==> src/rtl/ptlb_pkg.sv <==
`timescale 1ns/1ps
package ptlb_pkg;
  // smallest page is 4 KB; mask covers six size steps of 4x (two bits each)
  localparam int PTLB_MIN_OFF = 12;
  localparam int PTLB_MASK_W  = 12;

  typedef enum logic [2:0] {
    CATTR_WT_NOALLOC = 3'd0,
    CATTR_UNCACHED   = 3'd2,
    CATTR_WB         = 3'd3
  } ptlb_cattr_e;

  // picks the address bit just above the page offset: mask+1 is one-hot there
  function automatic logic ptlb_odd_pick(input logic [PTLB_MASK_W:0]   va_sl,
                                         input logic [PTLB_MASK_W-1:0] msk);
    logic [PTLB_MASK_W:0] one_hot;
    one_hot = {1'b0, msk} + {{PTLB_MASK_W{1'b0}}, 1'b1};
    return |(va_sl & one_hot);
  endfunction
endpackage

==> src/rtl/ptlb_victim.sv <==
`timescale 1ns/1ps
module ptlb_victim #(
  parameter int NUM_ENT = 16,
  localparam int IDX_W = $clog2(NUM_ENT)
) (
  input  logic             clk,
  input  logic             rst,
  input  logic             wired_we,
  input  logic [IDX_W-1:0] wired_val,
  output logic [IDX_W-1:0] rnd_idx,
  output logic [IDX_W-1:0] wired_cnt
);
  localparam logic [IDX_W-1:0] TOP_IDX = IDX_W'(NUM_ENT - 1);

  logic [IDX_W-1:0] rnd_q;
  logic [IDX_W-1:0] wired_q;

  always_ff @(posedge clk) begin
    if (rst) begin
      rnd_q   <= TOP_IDX;
      wired_q <= '0;
    end else if (wired_we) begin
      wired_q <= wired_val;
      rnd_q   <= TOP_IDX;
    end else if (rnd_q <= wired_q) begin
      rnd_q <= TOP_IDX;
    end else begin
      rnd_q <= rnd_q - 1'b1;
    end
  end

  assign rnd_idx   = rnd_q;
  assign wired_cnt = wired_q;
endmodule

==> src/rtl/ptlb_cam.sv <==
`timescale 1ns/1ps
module ptlb_cam
  import ptlb_pkg::*;
#(
  parameter int NUM_ENT = 16,
  parameter int VA_W    = 32,
  parameter int PA_W    = 32,
  parameter int ASID_W  = 8,
  localparam int IDX_W  = $clog2(NUM_ENT),
  localparam int VPN2_W = VA_W - PTLB_MIN_OFF - 1,
  localparam int PFN_W  = PA_W - PTLB_MIN_OFF,
  localparam int HI_Z   = PA_W - PTLB_MIN_OFF - PTLB_MASK_W
) (
  input  logic                   clk,
  input  logic                   rst,
  // write side
  input  logic                   wr_en,
  input  logic [IDX_W-1:0]       wr_sel,
  input  logic [VPN2_W-1:0]      wr_vpn2,
  input  logic [ASID_W-1:0]      wr_asid,
  input  logic                   wr_global,
  input  logic [PTLB_MASK_W-1:0] wr_mask,
  input  logic [PFN_W-1:0]       wr_pfn  [2],
  input  logic [2:0]             wr_attr [2],
  input  logic [1:0]             wr_dirty,
  input  logic [1:0]             wr_valid,
  // lookup side
  input  logic [VA_W-1:0]        lk_va,
  input  logic [ASID_W-1:0]      lk_asid,
  output logic [NUM_ENT-1:0]     hit_vec,
  output logic [PA_W-1:0]        ent_pa   [NUM_ENT],
  output logic [2:0]             ent_attr [NUM_ENT],
  output logic [NUM_ENT-1:0]     ent_dirty,
  output logic [NUM_ENT-1:0]     ent_valid
);
  // entry storage: only the occupancy flags are reset
  logic [NUM_ENT-1:0]     used_q;
  logic [NUM_ENT-1:0]     glob_q;
  logic [VPN2_W-1:0]      vpn2_q [NUM_ENT];
  logic [ASID_W-1:0]      asid_q [NUM_ENT];
  logic [PTLB_MASK_W-1:0] mask_q [NUM_ENT];
  logic [PFN_W-1:0]       pfn_q  [NUM_ENT][2];
  logic [2:0]             attr_q [NUM_ENT][2];
  logic [1:0]             dirt_q [NUM_ENT];
  logic [1:0]             vld_q  [NUM_ENT];

  always_ff @(posedge clk) begin
    if (rst) used_q <= '0;
    else if (wr_en) used_q[wr_sel] <= 1'b1;
  end

  always_ff @(posedge clk) begin
    if (wr_en) begin
      vpn2_q[wr_sel]    <= wr_vpn2;
      asid_q[wr_sel]    <= wr_asid;
      glob_q[wr_sel]    <= wr_global;
      mask_q[wr_sel]    <= wr_mask;
      pfn_q[wr_sel][0]  <= wr_pfn[0];
      pfn_q[wr_sel][1]  <= wr_pfn[1];
      attr_q[wr_sel][0] <= wr_attr[0];
      attr_q[wr_sel][1] <= wr_attr[1];
      dirt_q[wr_sel]    <= wr_dirty;
      vld_q[wr_sel]     <= wr_valid;
    end
  end

  logic [VPN2_W-1:0]        va_vpn2;
  logic [PTLB_MASK_W:0]     va_pick;
  logic [PA_W-1:0]          va_low;
  assign va_vpn2 = lk_va[VA_W-1 -: VPN2_W];
  assign va_pick = lk_va[PTLB_MIN_OFF+PTLB_MASK_W : PTLB_MIN_OFF];
  assign va_low  = lk_va[PA_W-1:0];

  for (genvar gi = 0; gi < NUM_ENT; gi++) begin : g_ent
    logic [VPN2_W-1:0] care;
    logic              page_eq;
    logic              space_eq;
    logic              half;
    logic [PA_W-1:0]   off_m;
    logic [PA_W-1:0]   base;

    assign care     = ~{{(VPN2_W-PTLB_MASK_W){1'b0}}, mask_q[gi]};
    assign page_eq  = ((vpn2_q[gi] ^ va_vpn2) & care) == '0;
    assign space_eq = glob_q[gi] || (asid_q[gi] == lk_asid);
    assign hit_vec[gi] = used_q[gi] && page_eq && space_eq;

    assign half  = ptlb_odd_pick(va_pick, mask_q[gi]);
    assign off_m = {{HI_Z{1'b0}}, mask_q[gi], {PTLB_MIN_OFF{1'b1}}};
    assign base  = {pfn_q[gi][half], {PTLB_MIN_OFF{1'b0}}};

    assign ent_pa[gi]    = (base & ~off_m) | (va_low & off_m);
    assign ent_attr[gi]  = attr_q[gi][half];
    assign ent_dirty[gi] = dirt_q[gi][half];
    assign ent_valid[gi] = vld_q[gi][half];
  end
endmodule

==> src/rtl/ptlb_resolve.sv <==
`timescale 1ns/1ps
module ptlb_resolve #(
  parameter int NUM_ENT = 16,
  parameter int PA_W    = 32
) (
  input  logic [NUM_ENT-1:0] hit_vec,
  input  logic [PA_W-1:0]    ent_pa   [NUM_ENT],
  input  logic [2:0]         ent_attr [NUM_ENT],
  input  logic [NUM_ENT-1:0] ent_dirty,
  input  logic [NUM_ENT-1:0] ent_valid,
  output logic               hit,
  output logic               valid,
  output logic               dirty,
  output logic [2:0]         attr,
  output logic [PA_W-1:0]    pa
);
  // hits are one-hot, so a flat AND-OR merge replaces a priority chain
  always_comb begin
    pa    = '0;
    attr  = '0;
    dirty = 1'b0;
    valid = 1'b0;
    for (int i = 0; i < NUM_ENT; i++) begin
      pa    = pa    | (ent_pa[i]   & {PA_W{hit_vec[i]}});
      attr  = attr  | (ent_attr[i] & {3{hit_vec[i]}});
      dirty = dirty | (ent_dirty[i] & hit_vec[i]);
      valid = valid | (ent_valid[i] & hit_vec[i]);
    end
  end

  assign hit = |hit_vec;
endmodule

==> src/rtl/ptlb_top.sv <==
`timescale 1ns/1ps
module ptlb_top
  import ptlb_pkg::*;
#(
  parameter int NUM_ENT = 16,
  parameter int VA_W    = 32,
  parameter int PA_W    = 32,
  parameter int ASID_W  = 8,
  localparam int IDX_W  = $clog2(NUM_ENT),
  localparam int VPN2_W = VA_W - PTLB_MIN_OFF - 1,
  localparam int PFN_W  = PA_W - PTLB_MIN_OFF
) (
  input  logic                   clk,
  input  logic                   rst,
  input  logic [VA_W-1:0]        lk_va,
  input  logic [ASID_W-1:0]      lk_asid,
  output logic                   lk_hit,
  output logic                   lk_valid,
  output logic                   lk_dirty,
  output logic [2:0]             lk_attr,
  output logic [PA_W-1:0]        lk_pa,
  input  logic                   wr_en,
  input  logic                   wr_rand,
  input  logic [IDX_W-1:0]       wr_idx,
  input  logic [VPN2_W-1:0]      wr_vpn2,
  input  logic [ASID_W-1:0]      wr_asid,
  input  logic                   wr_global,
  input  logic [PTLB_MASK_W-1:0] wr_mask,
  input  logic [PFN_W-1:0]       wr_pfn_even,
  input  logic [2:0]             wr_attr_even,
  input  logic                   wr_dirty_even,
  input  logic                   wr_valid_even,
  input  logic [PFN_W-1:0]       wr_pfn_odd,
  input  logic [2:0]             wr_attr_odd,
  input  logic                   wr_dirty_odd,
  input  logic                   wr_valid_odd,
  input  logic                   wired_we,
  input  logic [IDX_W-1:0]       wired_val,
  output logic [IDX_W-1:0]       repl_idx
);
  logic [IDX_W-1:0]   rnd_idx;
  logic [IDX_W-1:0]   wired_q;
  logic [IDX_W-1:0]   wr_sel;
  logic [PFN_W-1:0]   wr_pfn  [2];
  logic [2:0]         wr_attr [2];
  logic [NUM_ENT-1:0] match_vec;
  logic [PA_W-1:0]    ent_pa   [NUM_ENT];
  logic [2:0]         ent_attr [NUM_ENT];
  logic [NUM_ENT-1:0] ent_dirty;
  logic [NUM_ENT-1:0] ent_valid;

  ptlb_victim #(.NUM_ENT(NUM_ENT)) u_victim (
    .clk       (clk),
    .rst       (rst),
    .wired_we  (wired_we),
    .wired_val (wired_val),
    .rnd_idx   (rnd_idx),
    .wired_cnt (wired_q)
  );

  assign wr_sel     = wr_rand ? rnd_idx : wr_idx;
  assign wr_pfn[0]  = wr_pfn_even;
  assign wr_pfn[1]  = wr_pfn_odd;
  assign wr_attr[0] = wr_attr_even;
  assign wr_attr[1] = wr_attr_odd;

  ptlb_cam #(
    .NUM_ENT (NUM_ENT),
    .VA_W    (VA_W),
    .PA_W    (PA_W),
    .ASID_W  (ASID_W)
  ) u_cam (
    .clk       (clk),
    .rst       (rst),
    .wr_en     (wr_en),
    .wr_sel    (wr_sel),
    .wr_vpn2   (wr_vpn2),
    .wr_asid   (wr_asid),
    .wr_global (wr_global),
    .wr_mask   (wr_mask),
    .wr_pfn    (wr_pfn),
    .wr_attr   (wr_attr),
    .wr_dirty  ({wr_dirty_odd, wr_dirty_even}),
    .wr_valid  ({wr_valid_odd, wr_valid_even}),
    .lk_va     (lk_va),
    .lk_asid   (lk_asid),
    .hit_vec   (match_vec),
    .ent_pa    (ent_pa),
    .ent_attr  (ent_attr),
    .ent_dirty (ent_dirty),
    .ent_valid (ent_valid)
  );

  ptlb_resolve #(.NUM_ENT(NUM_ENT), .PA_W(PA_W)) u_resolve (
    .hit_vec   (match_vec),
    .ent_pa    (ent_pa),
    .ent_attr  (ent_attr),
    .ent_dirty (ent_dirty),
    .ent_valid (ent_valid),
    .hit       (lk_hit),
    .valid     (lk_valid),
    .dirty     (lk_dirty),
    .attr      (lk_attr),
    .pa        (lk_pa)
  );

  assign repl_idx = rnd_idx;
endmodule

==> config.mk <==
export PLATFORM = sky130hd
export DESIGN_NAME = ptlb_top
export DESIGN_NICKNAME = d
export VERILOG_FILES = /design/src/rtl/ptlb_pkg.sv /design/src/rtl/ptlb_victim.sv /design/src/rtl/ptlb_cam.sv /design/src/rtl/ptlb_resolve.sv /design/src/rtl/ptlb_top.sv
export SDC_FILE = /design/constraint.sdc
export NUM_CORES = 2
export LEC_CHECK = 0
export BUFFER_PORTS_ARGS = -buffer_cell sky130_fd_sc_hd__buf_2
export CAP_MARGIN = 20
export CELL_PAD_IN_SITES_DETAIL_PLACEMENT = 1
export CELL_PAD_IN_SITES_GLOBAL_PLACEMENT = 2
export CORE_AREA = 3 3 392 394
export CTS_CLUSTER_DIAMETER = 40
export DETAILED_ROUTE_END_ITERATION = 16
export DIE_AREA = 0 0 395 397
export GPL_ROUTABILITY_DRIVEN = 0
export PLACE_DENSITY = 0.85
export SLEW_MARGIN = 5
export SYNTH_ARGS = -nofsm -noshare
export SYNTH_HDL_FRONTEND = slang
export SYNTH_HIERARCHICAL = 1
export SYNTH_SLANG_ARGS = --single-unit
export TNS_END_PERCENT = 100
==> constraint.sdc <==
create_clock -name clk -period 18.15 [get_ports clk]
set_input_delay 3.63 -clock clk [delete_from_list [all_inputs] [get_ports clk]]
set_output_delay 3.63 -clock clk [all_outputs]
set_load 0.01 [all_outputs]
==> reports/results.env <==
PORT_BUFFERS=184
CTS-ROOT-TO-SINK-BUFFERS=3
SYNTH-EDFF-COUNT=1440
IRDROPWORSTVDD_mV=0.0873
HPWLAFTERDP_MM=151
AREA_GROWTH_SYN_TO_LAYOUT_PCT=13.3
GRT_USE_TOTAL_PCT=32.1
PLACE_AREA_UM2=69300
FINAL.SETUP.TNS_PS=0
DRV.MAX_CAP_VIOLATION_COUNT=0
CRITPATHREQUIREDTIME_PS=14520
FINAL_UTIL_PCT=50.9
SYNTH.YOSYS.SEQ_AREA_SHARE_PCT=64.8
AVGSYNTHCELLAREA_UM2=14.0
CLKTRANSATPATHREGS_PS=50
SYNTH_TOP_AREA_SHARE_PCT=64.1
SYNTH-SEQ-CELLS=1464
DIE_WIDTH_UM=395
DRC=0
CTS_NUM_SINKS=1464
VIA_COUNT=47300
DRT-INITIAL-DRC-COUNT=7005
MAPPEDNETLISTAREA_UM2=67400
R2R-START='u_victim/rnd_idx[1]$_SDFF_PP1_'
SYNTH.TOP_CELLS.BY_AREA='edfxtp_1 64%, xnor2_1 4.4%, mux2_2 3.6%, xor2_1 2.5%, a221oi_1 2.2%'
PERIOD_MINUS_SLACK_PS=12380
CLOCK_TREE_FROM_TRITONCTS='yes'
REG_TO_REG_CRITICAL_PATH_ENDPOINT='u_cam/pfn_q[13][14]$_DFFE_PP_'
LAYOUT-DRIVE-GT1-SHARE_PCT=18.2
YOSYSUNIQUECELLTYPES=70
I_O_PIN_CNT=185
YOSYSTOPAREACELL='edfxtp_1'
DIE_Y_UM=397
START_KIND='input pin'
SETUP.WORST_PATH.END_CLASS='output port'
TIMING_MAX_TRANSITION_VIOLATIONS_FINAL=0
POWERDENSITY_nW_PER_UM2=108
SYNTH_COMMONEST_CELLS='1440 x edfxtp_1, 340 x xnor2_1, 220 x nand2_1, 213 x mux2_2, 202 x inv_1'
DR_PASS1_ITERATIONS=7
CRITICAL_PATH_PEAK_FANOUT=21
RELSLEWSLACK_PCT=19.1
ROW_CNT=142
NETS=5022
POST_CTS.RESIZED_INSTANCES=0
YS_WARN_COUNT=6
NET_COUNT_AFTER_SYNTHESIS=4994
MIN_TO='u_cam/used_q[8]$_SDFFE_PP0P_'
NUMCTSBUFFERS=203
FINAL-SETUP-VIOL-COUNT=0
YOSYS.CELL_COUNT.TOP_TYPE='edfxtp_1'
NETLIST_INSTANCES=4830
YOSYS_MOST_USED_DFF='edfxtp_1'
GRT-OVFL-TOTAL=0
TIMING.FINAL.HOLD_VIOLATIONS=0
FINAL_MIN_PERIOD_OVER_CLOCK_PERIOD_PCT=68.2
WL_PER_CELL_UM=36.6
TOTALPOWERFINAL_uW=8280
DIEAREA_UM2=157000
CLK-INSERTION-DELAY-LATE_PS=840
PLACEABLECOREAREA_UM2=150000
ANTENNA_LEFT=0
POST_CTS_HOLD_FIX_BUFS=0
CRIT_TYPE='in -> out'
ASYNC_RESET_FF_SHARE_PCT=0
HTREE_NUM_LEVELS=4
WORST_MIN_PATH_CLASS='reg -> reg'
WORST_SLEW_PIN_SLEW_PS=1210
MIN-DELAY-START='u_cam/used_q[8]$_SDFFE_PP0P_'
CTSROOTBUFFERMASTER='clkbuf_16'
ANTENNA_FOUND_INITIAL=36
WIRELENGTH_MM=259
RSZ0062_AT_GRT='no'
TIMING.HOLD.WORST_PATH_DEPTH=2
TIMING.CRITICAL_PATH.ARRIVAL_PS=8750
FINAL_WORST_CLOCK_SKEW_PS=46.7
MAXIMUM_NUMBER_OF_PINS_ON_ONE_NET_BEFORE_GLOBAL_ROUTE_REPAIR=75
WIRE_LENGTH_OF_THE_FIRST_GLOBAL_ROUTING_PASS_MM=358
P_LEAK_uW=0.0248
START_UTIL_PCT=44.9
FMAX_MHz=80.8
VIA_COUNT_OF_THE_FIRST_GLOBAL_ROUTING_PASS=46900
VIAS_PER_CELL=6.68
FINAL_INSTANCE_AREA_UM2=76400
REG2REG_SLACK_PS=14760
R2R_CELLS=5
RUN_STATUS='complete, no violations'
CTS_SETUP_BUFFERS=0
## logic make-up (layout without fill, tap and decap cells)
| logic type | after synthesis | count (layout) | share of synthesized area [%] |
|---|---|---|---|
| compound gates | 843 | 843 | 10.3 |
| xor+xnor | 530 | 530 | 6.88 |
| fa+ha+maj | 21 | 21 | 0.390 |
| buf+inv | 686 | 889 | 5.27 |
| flops | 1464 | 1464 | 64.8 |
| mux | 238 | 238 | 3.93 |
| other cells | 0 | 23 | 0 |
| simple gates | 1048 | 1048 | 8.43 |
## report_power, final
group          internal (uW)  switching [uW]  total [uW]
clock network           2440            1620        4060
logic                    101             327         428
registers               3770            24.6        3790
## final cells by class
type                       instances  area [um^2]
sequential                      1464        43700
clock buffer                     231         5220
tap                             2016         2520
fill                           14700        73700
timing repair buffer             306         1890
multi-input combinational       2680        20500
clock inverter                   149         1730
antenna                           23         57.6
inverter                         203          762
## worst max-delay path, stage by stage
cell and delay [ps]:
buf_2 130, clkinv_1 870, buf_4 630, o221ai_1 910, or3_1 350, buf_4 410
o311ai_1 210, a221oi_1 840, nand4_1 450, buf_2 280
## sequential cells by signal (all words and copies together) (netlist names)
| signal | flops |
|---|---|
| u_cam/vpn2_q | 304 |
| u_cam/asid_q | 128 |
| u_cam/dirt_q | 32 |
| u_cam/glob_q | 16 |
| u_victim/rnd_idx | 4 |
| u_cam/attr_q | 96 |
| u_cam/vld_q | 32 |
| u_cam/pfn_q | 640 |
| u_cam/used_q | 16 |
| u_cam/mask_q | 192 |
| u_victim/wired_cnt | 4 |
## stage by stage
step                      hold WS (ps)  cells  worst slack, ps
after floorplan                    440   4830             6870
after global placement             450   6657             6130
after detailed placement           462   6660             6090
after CTS                          474   7040             6050
after global routing               504   7054             5930
final                              472   7072             5770
## cell usage in the layout (no fill, tap or decap), types with 27 or more instances in the layout
| cell type | Yosys | final |
|---|---|---|
| a221oi_1 | 169 | 169 |
| o22ai_1 | 75 | 75 |
| nor2_1 | 140 | 111 |
| buf_4 | 196 | 118 |
| a221o_1 | 40 | 40 |
| nor3_1 | 62 | 51 |
| buf_2 | 44 | 183 |
| mux2_2 | 213 | 213 |
| edfxtp_1 | 1440 | 1440 |
| or4_1 | 103 | 103 |
| o311ai_0 | 48 | 48 |
| nand3_1 | 88 | 88 |
| xnor2_1 | 340 | 340 |
| nor2_4 | 0 | 29 |
| o31a_1 | 33 | 33 |
| nand2b_1 | 114 | 114 |
| clkinv_1 | 1 | 29 |
| nor2b_1 | 40 | 40 |
| o21ai_0 | 59 | 59 |
| o221ai_1 | 27 | 27 |
| o211ai_1 | 47 | 47 |
| nand2_1 | 220 | 220 |
| clkbuf_16 | 0 | 204 |
| xor2_1 | 190 | 190 |
| nor4_1 | 135 | 135 |
| inv_1 | 202 | 202 |
| a22o_1 | 150 | 150 |
| nand4_1 | 100 | 100 |
## worst max path at each step
stage | start | endpoint | slack, ps
4_1_cts | lk_va[21] | lk_pa[16] | 6050
5_1_grt | lk_va[18] | lk_pa[21] | 5930
3_3_place_gp | lk_va[21] | lk_pa[16] | 6130
3_5_place_dp | lk_va[21] | lk_pa[16] | 6090
6_report | lk_va[18] | lk_pa[21] | 5770
2_1_floorplan | wr_rand | u_cam/asid_q[0][0]$_DFFE_PP_ | 6870
## per-layer routing
| metal | track usage [%] | share of wire (%) | vias up |
|---|---|---|---|
| met5 | 0 | 0.0077 | - |
| met4 | 17.9 | 6.2 | 4 |
| met3 | 9.14 | 13 | 776 |
| met2 | 47.9 | 44 | 3613 |
| met1 | 42.2 | 37 | 24100 |
| li1 | - | - | 18700 |
No activity file was read; power rests on OpenSTA's default activity.
